## src/rtl/psram_burst_ctrl.sv

```systemverilog
module psram_burst_ctrl #(
  parameter int AW        = 16,
  parameter int DW        = 16,
  parameter int LW        = 8,
  parameter int LATENCY   = 3,
  parameter int ROW_WORDS = 16,
  parameter int ASYNC_CYC = 3,
  parameter int CEM_MAX   = 10
) (
  input  logic          clk,
  input  logic          rst_n,
  input  logic          cfg_fixed_lat,
  input  logic          cfg_wait_same,
  input  logic          cfg_async,
  input  logic          cfg_adv_hold,
  input  logic          req_valid,
  output logic          req_ready,
  input  logic [AW-1:0] req_addr,
  input  logic [LW-1:0] req_len,
  input  logic          req_write,
  input  logic [DW-1:0] wr_data,
  output logic          wr_ready,
  output logic [DW-1:0] rd_data,
  output logic          rd_valid,
  output logic          done,
  output logic          mem_clk_en,
  output logic          mem_ce_n,
  output logic          mem_adv_n,
  output logic          mem_we_n,
  output logic [AW-1:0] mem_addr,
  output logic [DW-1:0] mem_dq_out,
  output logic          mem_dq_oe,
  input  logic [DW-1:0] mem_dq_in,
  input  logic          mem_wait
);
  localparam int RB   = $clog2(ROW_WORDS);
  localparam int CMAX = (LATENCY > ASYNC_CYC) ? LATENCY : ASYNC_CYC;
  localparam int CNW  = $clog2(CMAX + 1);
  localparam int CRW  = $clog2(CEM_MAX + 2);

  typedef enum logic [2:0] {S_IDLE, S_ADDR, S_LAT, S_DATA, S_GAP, S_ASYNC} st_t;

  st_t           state;
  logic [AW-1:0] addr;
  logic [LW-1:0] left;
  logic          is_wr;
  logic [CNW-1:0] cnt;
  logic [CRW-1:0] ce_run;
  logic          wait_q;

  logic wait_eff, sync_on, ce_low, beat, beat_sync, beat_async, last, row_end, ce_over;

  assign wait_eff   = cfg_wait_same ? mem_wait : wait_q;
  assign sync_on    = (state == S_ADDR) || (state == S_LAT) || (state == S_DATA);
  assign ce_low     = sync_on || (state == S_ASYNC);
  assign beat_sync  = (state == S_DATA) && (cfg_fixed_lat || !wait_eff);
  assign beat_async = (state == S_ASYNC) && (cnt == CNW'(ASYNC_CYC - 1));
  assign beat       = beat_sync || beat_async;
  assign last       = (left == LW'(1));
  assign row_end    = &addr[RB-1:0];
  assign ce_over    = (32'(ce_run) + 32'(ASYNC_CYC) + 32'd1) > 32'(CEM_MAX);

  assign req_ready  = (state == S_IDLE);
  assign mem_ce_n   = !ce_low;
  assign mem_clk_en = sync_on;
  assign mem_adv_n  = !((state == S_ADDR) ||
                        ((state == S_ASYNC) && ((cnt == '0) || (is_wr && cfg_adv_hold))));
  assign mem_we_n   = !(is_wr && ce_low);
  assign mem_addr   = addr;
  assign mem_dq_oe  = is_wr && ((state == S_DATA) || (state == S_ASYNC));
  assign mem_dq_out = wr_data;
  assign wr_ready   = beat && is_wr;
  assign rd_valid   = beat && !is_wr;
  assign rd_data    = mem_dq_in;

  always_ff @(posedge clk) begin
    if (!rst_n) begin
      state  <= S_IDLE;
      addr   <= '0;
      left   <= '0;
      is_wr  <= 1'b0;
      cnt    <= '0;
      ce_run <= '0;
      wait_q <= 1'b0;
      done   <= 1'b0;
    end else begin
      wait_q <= mem_wait;
      done   <= beat && last;
      if (!ce_low)            ce_run <= '0;
      else if (ce_run != '1)  ce_run <= ce_run + CRW'(1);
      case (state)
        S_IDLE: if (req_valid) begin
          addr  <= req_addr;
          left  <= req_len;
          is_wr <= req_write;
          cnt   <= '0;
          state <= cfg_async ? S_ASYNC : S_ADDR;
        end
        S_ADDR: begin
          cnt   <= CNW'(1);
          state <= (LATENCY <= 1) ? S_DATA : S_LAT;
        end
        S_LAT: begin
          cnt <= cnt + CNW'(1);
          if (cnt == CNW'(LATENCY - 1)) state <= S_DATA;
        end
        S_DATA: if (beat) begin
          addr <= addr + AW'(1);
          left <= left - LW'(1);
          if (last)                          state <= S_IDLE;
          else if (cfg_fixed_lat && row_end) state <= S_GAP;
        end
        S_GAP: begin
          cnt   <= '0;
          state <= cfg_async ? S_ASYNC : S_ADDR;
        end
        S_ASYNC: if (beat) begin
          cnt  <= '0;
          addr <= addr + AW'(1);
          left <= left - LW'(1);
          if (last)                          state <= S_IDLE;
          else if (!cfg_fixed_lat || ce_over) state <= S_GAP;
        end else begin
          cnt <= cnt + CNW'(1);
        end
        default: state <= S_IDLE;
      endcase
    end
  end

  AST_IDLE_QUIET: assert property (@(posedge clk) disable iff (!rst_n)
    req_ready |-> (mem_ce_n && !mem_clk_en && !mem_dq_oe));
  AST_CLK_STARTS_ON_ADV: assert property (@(posedge clk) disable iff (!rst_n)
    $rose(mem_clk_en) |-> !mem_adv_n);
  AST_STALL_KEEPS_CE: assert property (@(posedge clk) disable iff (!rst_n)
    (state == S_DATA && !cfg_fixed_lat && wait_eff) |=> !mem_ce_n);
  AST_ROW_SPLIT: assert property (@(posedge clk) disable iff (!rst_n)
    (beat_sync && cfg_fixed_lat && row_end && !last) |=> (mem_ce_n && !done));
  AST_WRITE_DRIVES: assert property (@(posedge clk) disable iff (!rst_n)
    wr_ready |-> (mem_dq_oe && !rd_valid));
  AST_ASYNC_NO_CLK: assert property (@(posedge clk) disable iff (!rst_n)
    (ce_low && !mem_clk_en) |-> (state == S_ASYNC));
  AST_CE_LIMIT: assert property (@(posedge clk) disable iff (!rst_n)
    (state == S_ASYNC) |-> (32'(ce_run) < 32'(CEM_MAX)));
  AST_DONE_AFTER_BEAT: assert property (@(posedge clk) disable iff (!rst_n)
    done |-> ($past(beat) && req_ready));
endmodule

```

## config.mk

```make
export PLATFORM = sky130hd
export DESIGN_NAME = psram_burst_ctrl
export DESIGN_NICKNAME = d
export VERILOG_FILES = /design/src/rtl/psram_burst_ctrl.sv
export SDC_FILE = /design/constraint.sdc
export NUM_CORES = 1
export LEC_CHECK = 0
export BUFFER_PORTS_ARGS = -buffer_cell sky130_fd_sc_hd__buf_2
export CAP_MARGIN = 15
export CORE_MARGIN = 5
export CORE_UTILIZATION = 47
export CTS_BUF_LIST = sky130_fd_sc_hd__clkbuf_16
export DETAILED_ROUTE_END_ITERATION = 7
export PLACE_DENSITY = 0.81
export SYNTH_ARGS = -nofsm -noshare
export SYNTH_HDL_FRONTEND = slang
export SYNTH_SLANG_ARGS = --single-unit
export TNS_END_PERCENT = 1
```

## constraint.sdc

```tcl
create_clock -name clk -period 1.9 [get_ports clk]
set_input_delay 0.285 -clock clk [delete_from_list [all_inputs] [get_ports clk]]
set_output_delay 0.285 -clock clk [all_outputs]
set_load 0.03 [all_outputs]
```

==> flow_summary_export.csv, run 1 <==
group,metric,value,unit
floorplan,die_x,84.0,µm
critical_path,cp_cell_sequence,"buf_4 > nand3b_1 > a21oi_2 > buf_6 > nor2_2 > nor2b_1 > buf_4",
route,wirelength,6890,µm
critical_path,cp-end-kind,"primary output",
power,power_density,1480,nW/µm²
power,power,4420,µW
grt,grt_pass1_wl,11300,µm
worst_hold_path,hp-class,"primary input to flip-flop",
grt,grt_max_degree,33,
grt,antenna_found_initial,0,
critical_path,critical_path_arrival,1.54,ns
logic_synthesis,syn_inst,335,
logic_synthesis,synth_seq_area_share,28.0,%
clock_tree,cts-htree-levels,2,
floorplan,io_pins,122,
clock_tree,clock_latency,0.28,ns
clock_tree,clock-sinks,36,
power,leakage,0.00133,µW
timing,fmaxAchievable,0.547,GHz
logic_synthesis,ys_types,54,
logic_synthesis,synthArstFlopShare,0,%
critical_path,critical_path.top_delay_family,"buffers and inverters",
floorplan,initial_core_util,47.6,%
logic_synthesis,synth_warnings,0,
clock_tree,path_clk_slew,0.06,ns
floorplan,core,5410,µm²
logic_synthesis,synth-simple-area-share,26.5,%
logic_synthesis,ys_ff_latch,36,
grt,grt_usage,19.1,%
critical_path,worstPathRequired,1.62,ns
status,outcome,"finished clean",
logic_synthesis,syn-mean-instance-area,7.68,µm²
clock_tree,cts_hold_buffers,0,
finish,drive_gt1_share,30.7,%
route,vias_per_cell,5.55,
finish,syn2layout_area_growth,16.5,%
timing,worst_pin_slew,0.448,ns
clock_tree,cts_tree,"done",
critical_path,worstPathMaxFanout,9,
floorplan,row_count,27,
logic_synthesis,synth.most_common_cell,"nand2_1",
critical_path,cp.buffers_inverters,3,
timing,slew_viol_final,0,
job,cap_violations,0,
critical_path,crit_type,"flip-flop to primary output",
route,wire_per_inst,15.4,µm
logic_synthesis,syn_nets,407,
logic_synthesis,synth_xor_area_share,0.973,%
route,drc,0,
timing,fin_crit,1.83,ns
logic_synthesis,synth_fa_ha_area_share,3.41,%
logic_synthesis,synth_top_area_cell,"dfxtp_1",
critical_path,critPathMostFrequentCell,"buf_4",
grt,grt.overflow.total,0,
logic_synthesis,yosysTopAreaCellShare,28.0,%
logic_synthesis,synth_compound_area_share,24.8,%
timing,period_share,96.1,%
critical_path,crit_slowest_cell,"dfxtp_4",
logic_synthesis,synth_edf_count,0,
clock_tree,cts_made_buffers,5,
timing,finalHoldViolations,0,
clock_tree,root_buffer,"clkbuf_16",
grt,grt_pass1_vias,2418,
route,drt_iter0_markers,153,
power,peakVddDrop,0.788,mV
timing,finalSetupViolCount,0,
clock_tree,cts_buffer_depth,2,
timing,rsz0062_at_grt,"true",
timing,tns,0,ns
route,num_vias,2483,
timing,skew,0.00251,ns
floorplan,dieArea,7050,µm²
placed_design,routabilityCongestion,0.880,
critical_path,cp-start-kind,"flip-flop",
logic_synthesis,mappedNetlistArea,2570,µm²
timing,slew_headroom,69.9,%
logic_synthesis,yosys-top-cells-count,"43 x nand2_1, 36 x dfxtp_1, 32 x buf_4, 32 x nor2_1, 18 x a21oi_1",
finish,final_nets,447,
placed_design,io_buffers,57,
route,ant_nets,0,
logic_synthesis,yosys-mux-area-fraction,1.27,%
logic_synthesis,synth_top_family_by_area,"simple AND/OR/NAND/NOR gates",
route,dr.pass1.iters,4,
logic_synthesis,ys.flop_type,"dfxtp_1",
placed_design,dpl.hpwl,4990,µm
logic_synthesis,synthTopCellsByArea,"dfxtp_1 28%, buf_4 9.3%, nand2_1 6.3%, nor2_1 4.7%, a21oi_1 3.5%",
finish,diodes,0,
floorplan,die_h,84.0,µm
critical_path,slowest_delay,0.41,ns
==> layout by cell type (no fill, tap or decap), types with 4 or more instances in the layout <==
cell / n
buf_2: 55
nand2_1: 43
dfxtp_1: 31
nor2_1: 30
buf_4: 24
a21oi_1: 18
o21ai_0: 12
inv_1: 11
nand3_1: 10
o21a_1: 7
nand4_1: 6
o31a_1: 6
o22ai_1: 6
a21boi_1: 6
ha_1: 6
nor2b_1: 5
nand3b_1: 5
a21o_1: 5
a31oi_1: 5
clkbuf_16: 5
and3_1: 4
and2_1: 4
nor3_1: 4
o211ai_1: 4
==> timing repair <==
action	CTS	global route
endpoints found under the setup margin	2	14
resized for setup	7	11
setup buffers	2	3
gates cloned	0	0
pin swaps	2	3
==> flip-flops by register name, summed over array words and instances, names as in the netlist <==
register,flops
mem_addr,16
left,8
ce_run,4
state,3
cnt,2
done,1
is_wr,1
wait_q,1
==> cell type report <==
type	instances	area [µm²]
multi-input cells	239	1500
clock buffers	5	125
flip-flops and latches	36	732
repair buffers	82	498
inverters	11	41.3
clock inverters	2	8.76
fillers	542	2410
well taps	72	90.1
==> power breakdown <==
part	switching, µW	total (µW)	internal [µW]
combinational	1410	2370	954
clock	308	779	471
sequential	288	1280	987
==> layer usage <==
layer	part of all wire, %	vias up	GRT usage [%]
li1	-	1230	-
met3	8.2	14	5.13
met5	0	-	0
met2	47	89	31.2
met1	43	1150	24.0
met4	1.6	0	6.73
==> worst paths after layout <==
check                from      endpoint  slack (ns)  depth (start not counted)
min reg2reg  mem_addr[15]  mem_addr[15]        0.49                          2
min              mem_wait        wait_q        0.27                          2
max reg2reg        cnt[0]       left[0]        0.08                         10
max              state[1]      wr_ready        0.07                          7
==> metrics by stage <==
stage | setup WS [ns] | cells | hold WS (ns) | area [µm²] | util (%)
after global placement | 0.0912 | 436 | 0.469 | 2780 | 51.4
final | 0.0735 | 447 | 0.272 | 3000 | 55.4
after global routing | -0.0321 | 447 | 0.271 | 3000 | 55.4
after floorplan | 0.129 | 335 | 0.407 | 2580 | -
after detailed placement | 0.0629 | 436 | 0.481 | 2780 | 51.4
after CTS | 0.00174 | 444 | 0.266 | 2930 | 54.3
==> cells by family after synthesis <==
| group | Yosys count |
|---|---|
| compound gates | 92 |
| xor+xnor | 2 |
| fa+ha+maj | 7 |
| buf+inv | 60 |
| flops | 36 |
| mux | 3 |
| simple gates | 135 |
(Power assumes the default switching activity.)
==> inputs of run 2 (changes only) <==
--- a/config.mk
+++ b/config.mk
@@ -5,13 +5,14 @@
 export SDC_FILE = /design/constraint.sdc
 export NUM_CORES = 1
 export LEC_CHECK = 0
+export ABC_AREA = 1
 export BUFFER_PORTS_ARGS = -buffer_cell sky130_fd_sc_hd__buf_2
 export CAP_MARGIN = 15
 export CORE_MARGIN = 5
 export CORE_UTILIZATION = 47
 export CTS_BUF_LIST = sky130_fd_sc_hd__clkbuf_16
 export DETAILED_ROUTE_END_ITERATION = 7
-export PLACE_DENSITY = 0.81
+export PLACE_DENSITY = 0.8
 export SYNTH_ARGS = -nofsm -noshare
 export SYNTH_HDL_FRONTEND = slang
 export SYNTH_SLANG_ARGS = --single-unit
==> flow_summary_export.csv, run 2 <==
group,metric,value,unit
logic_synthesis,synth_top_area_cell,"dfxtp_1",
clock_tree,clock-sinks,36,
timing,period_share,94.6,%
logic_synthesis,syn-mean-instance-area,6.21,µm²
placed_design,io_buffers,57,
floorplan,dieArea,7210,µm²
finish,nFillCells,569,
clock_tree,cts_buffer_depth,2,
status,outcome,"finished clean",
clock_tree,cts_made_buffers,5,
logic_synthesis,synth_edf_count,0,
power,power,4400,µW
logic_synthesis,syn_nets,497,
logic_synthesis,synthTopCellsByArea,"dfxtp_1 27%, nand2_1 15%, buf_4 11%, inv_1 7.5%, nor2_1 7.1%",
route,vias_per_cell,5.08,
critical_path,cp-end-kind,"primary output",
critical_path,worstPathMaxFanout,5,
clock_tree,root_buffer,"clkbuf_16",
finish,final_cells,524,
timing,finalHoldViolations,0,
floorplan,die_x,84.9,µm
grt,grt_max_degree,29,
route,wirelength,6430,µm
timing,slew_viol_final,0,
finish,fin_util,52.9,%
grt,grt_pass1_vias,2549,
floorplan,io_pins,122,
logic_synthesis,synthArstFlopShare,0,%
route,wire_per_inst,12.3,µm
power,peakVddDrop,0.944,mV
timing,skew,0.00453,ns
critical_path,worstPathRequired,1.62,ns
logic_synthesis,synth_seq_area_share,27.3,%
clock_tree,cts_tree,"done",
timing,worst_pin_slew,0.439,ns
route,ant_nets,0,
timing,finalSetupViolCount,0,
logic_synthesis,ys_types,29,
timing,slew_headroom,70.7,%
critical_path,critical_path_arrival,1.51,ns
finish,final_common_cell,"nand2_1",
finish,largest_reg_flops,16,
placed_design,dpl.cell_count,514,
logic_synthesis,synth.most_common_cell,"nand2_1",
placed_design,routabilityCongestion,0.906,
logic_synthesis,ys.flop_type,"dfxtp_1",
route,dr.pass1.iters,4,
route,drt_iter0_markers,199,
critical_path,crit_type,"flip-flop to primary output",
power,power_density,1520,nW/µm²
finish,diodes,0,
critical_path,cp-start-kind,"flip-flop",
logic_synthesis,syn_inst,425,
logic_synthesis,yosys-top-cells-count,"105 x nand2_1, 53 x inv_1, 50 x nor2_1",
grt,grt_usage,18.2,%
clock_tree,cts_hold_buffers,0,
clock_tree,cts-htree-levels,2,
logic_synthesis,synth_warnings,0,
floorplan,core,5470,µm²
grt,antenna_found_initial,0,
timing,tns,0,ns
grt,grt_pass1_wl,11000,µm
logic_synthesis,ys_ff_latch,36,
route,drc,0,
logic_synthesis,mappedNetlistArea,2640,µm²
finish,layout_common_cells,"103 x nand2_1, 56 x buf_2, 53 x inv_1",
finish,final_nets,524,
worst_hold_path,hp-class,"primary input to flip-flop",
floorplan,row_count,27,
logic_synthesis,yosysTopAreaCellShare,27.3,%
job,cap_violations,0,
placed_design,dpl.hpwl,4700,µm
clock_tree,path_clk_slew,0.05,ns
power,leakage,0.00140,µW
finish,drive_gt1_share,19.2,%
floorplan,die_h,84.9,µm
clock_tree,clock_latency,0.28,ns
floorplan,initial_core_util,48.2,%
route,num_vias,2662,
timing,fin_crit,1.80,ns
finish,syn2layout_area_growth,9.63,%
grt,grt.overflow.total,0,
timing,fmaxAchievable,0.557,GHz
==> run 2: critical path: stages (launching register included) <==
cell,delay (ns)
dfxtp_1,0.33
inv_2,0.10
nand2_2,0.09
nor2_4,0.16
nand2_2,0.10
nand2_1,0.09
inv_1,0.08
nor2_1,0.09
buf_2,0.20
==> run 2: final cells by class <==
class / instances / area [µm²] / area share (%)
clock inverter: 2 / 7.51 / 0.260
tap: 72 / 90.1 / 3.11
clock buffer: 5 / 125 / 4.33
sequential: 36 / 722 / 25.0
inverter: 56 / 213 / 7.35
timing repair buffer: 64 / 344 / 11.9
multi-input combinational: 289 / 1390 / 48.1
==> run 2: per-stage QoR <==
stage | hold WS (ns) | worst slack, ns | area, µm²
floorplan | 0.378 | 0.328 | 2640
global placement | 0.471 | 0.285 | 2720
detailed placement | 0.479 | 0.237 | 2720
CTS | 0.200 | 0.0234 | 2860
global route | 0.225 | -0.0146 | 2890
finish | 0.199 | 0.103 | 2890
==> run 2: per-layer routing <==
metal  share of wire, %  GRT usage, %  up-vias  wire length (µm)
met3                8.6          4.85       11               550
met2                 46          29.6       89              2930
met5                  0             0        -                 0
met4                1.1          7.48        0                68
li1                   -             -     1372                 -
met1                 45          22.7     1190              2880
==> run 2: path summary, 6_finish.rpt <==
path	startpoint	slack, ns	endpoint	cells past startpoint
setup / recovery	state[1]	0.10	wr_ready	8
hold / removal	mem_wait	0.20	wait_q	3
setup reg to reg	state[0]	0.20	mem_addr[14]	8
hold reg to reg	left[5]	0.49	left[5]	2
==> run 2: report_power, final <==
| group | internal (µW) | switching (µW) | total [µW] |
|---|---|---|---|
| logic | 782 | 1550 | 2330 |
| clock network | 469 | 315 | 784 |
| registers | 997 | 288 | 1290 |
==> run 2: what timing repair did <==
action | 4_1_cts | 5_1_grt
buffers inserted | 0 | 3
gates resized for setup | 0 | 7
setup endpoints to repair | 0 | 3
==> run 2: cell families after synthesis <==
family / share of synthesized area (%)
buffers and inverters: 20.2
adder cells (fa/ha/maj): 3.32
multiplexers: 0.379
AO/OA/AOI/OAI: 12.6
flip-flops: 27.3
AND/OR/NAND/NOR: 34.8
XOR/XNOR: 1.33
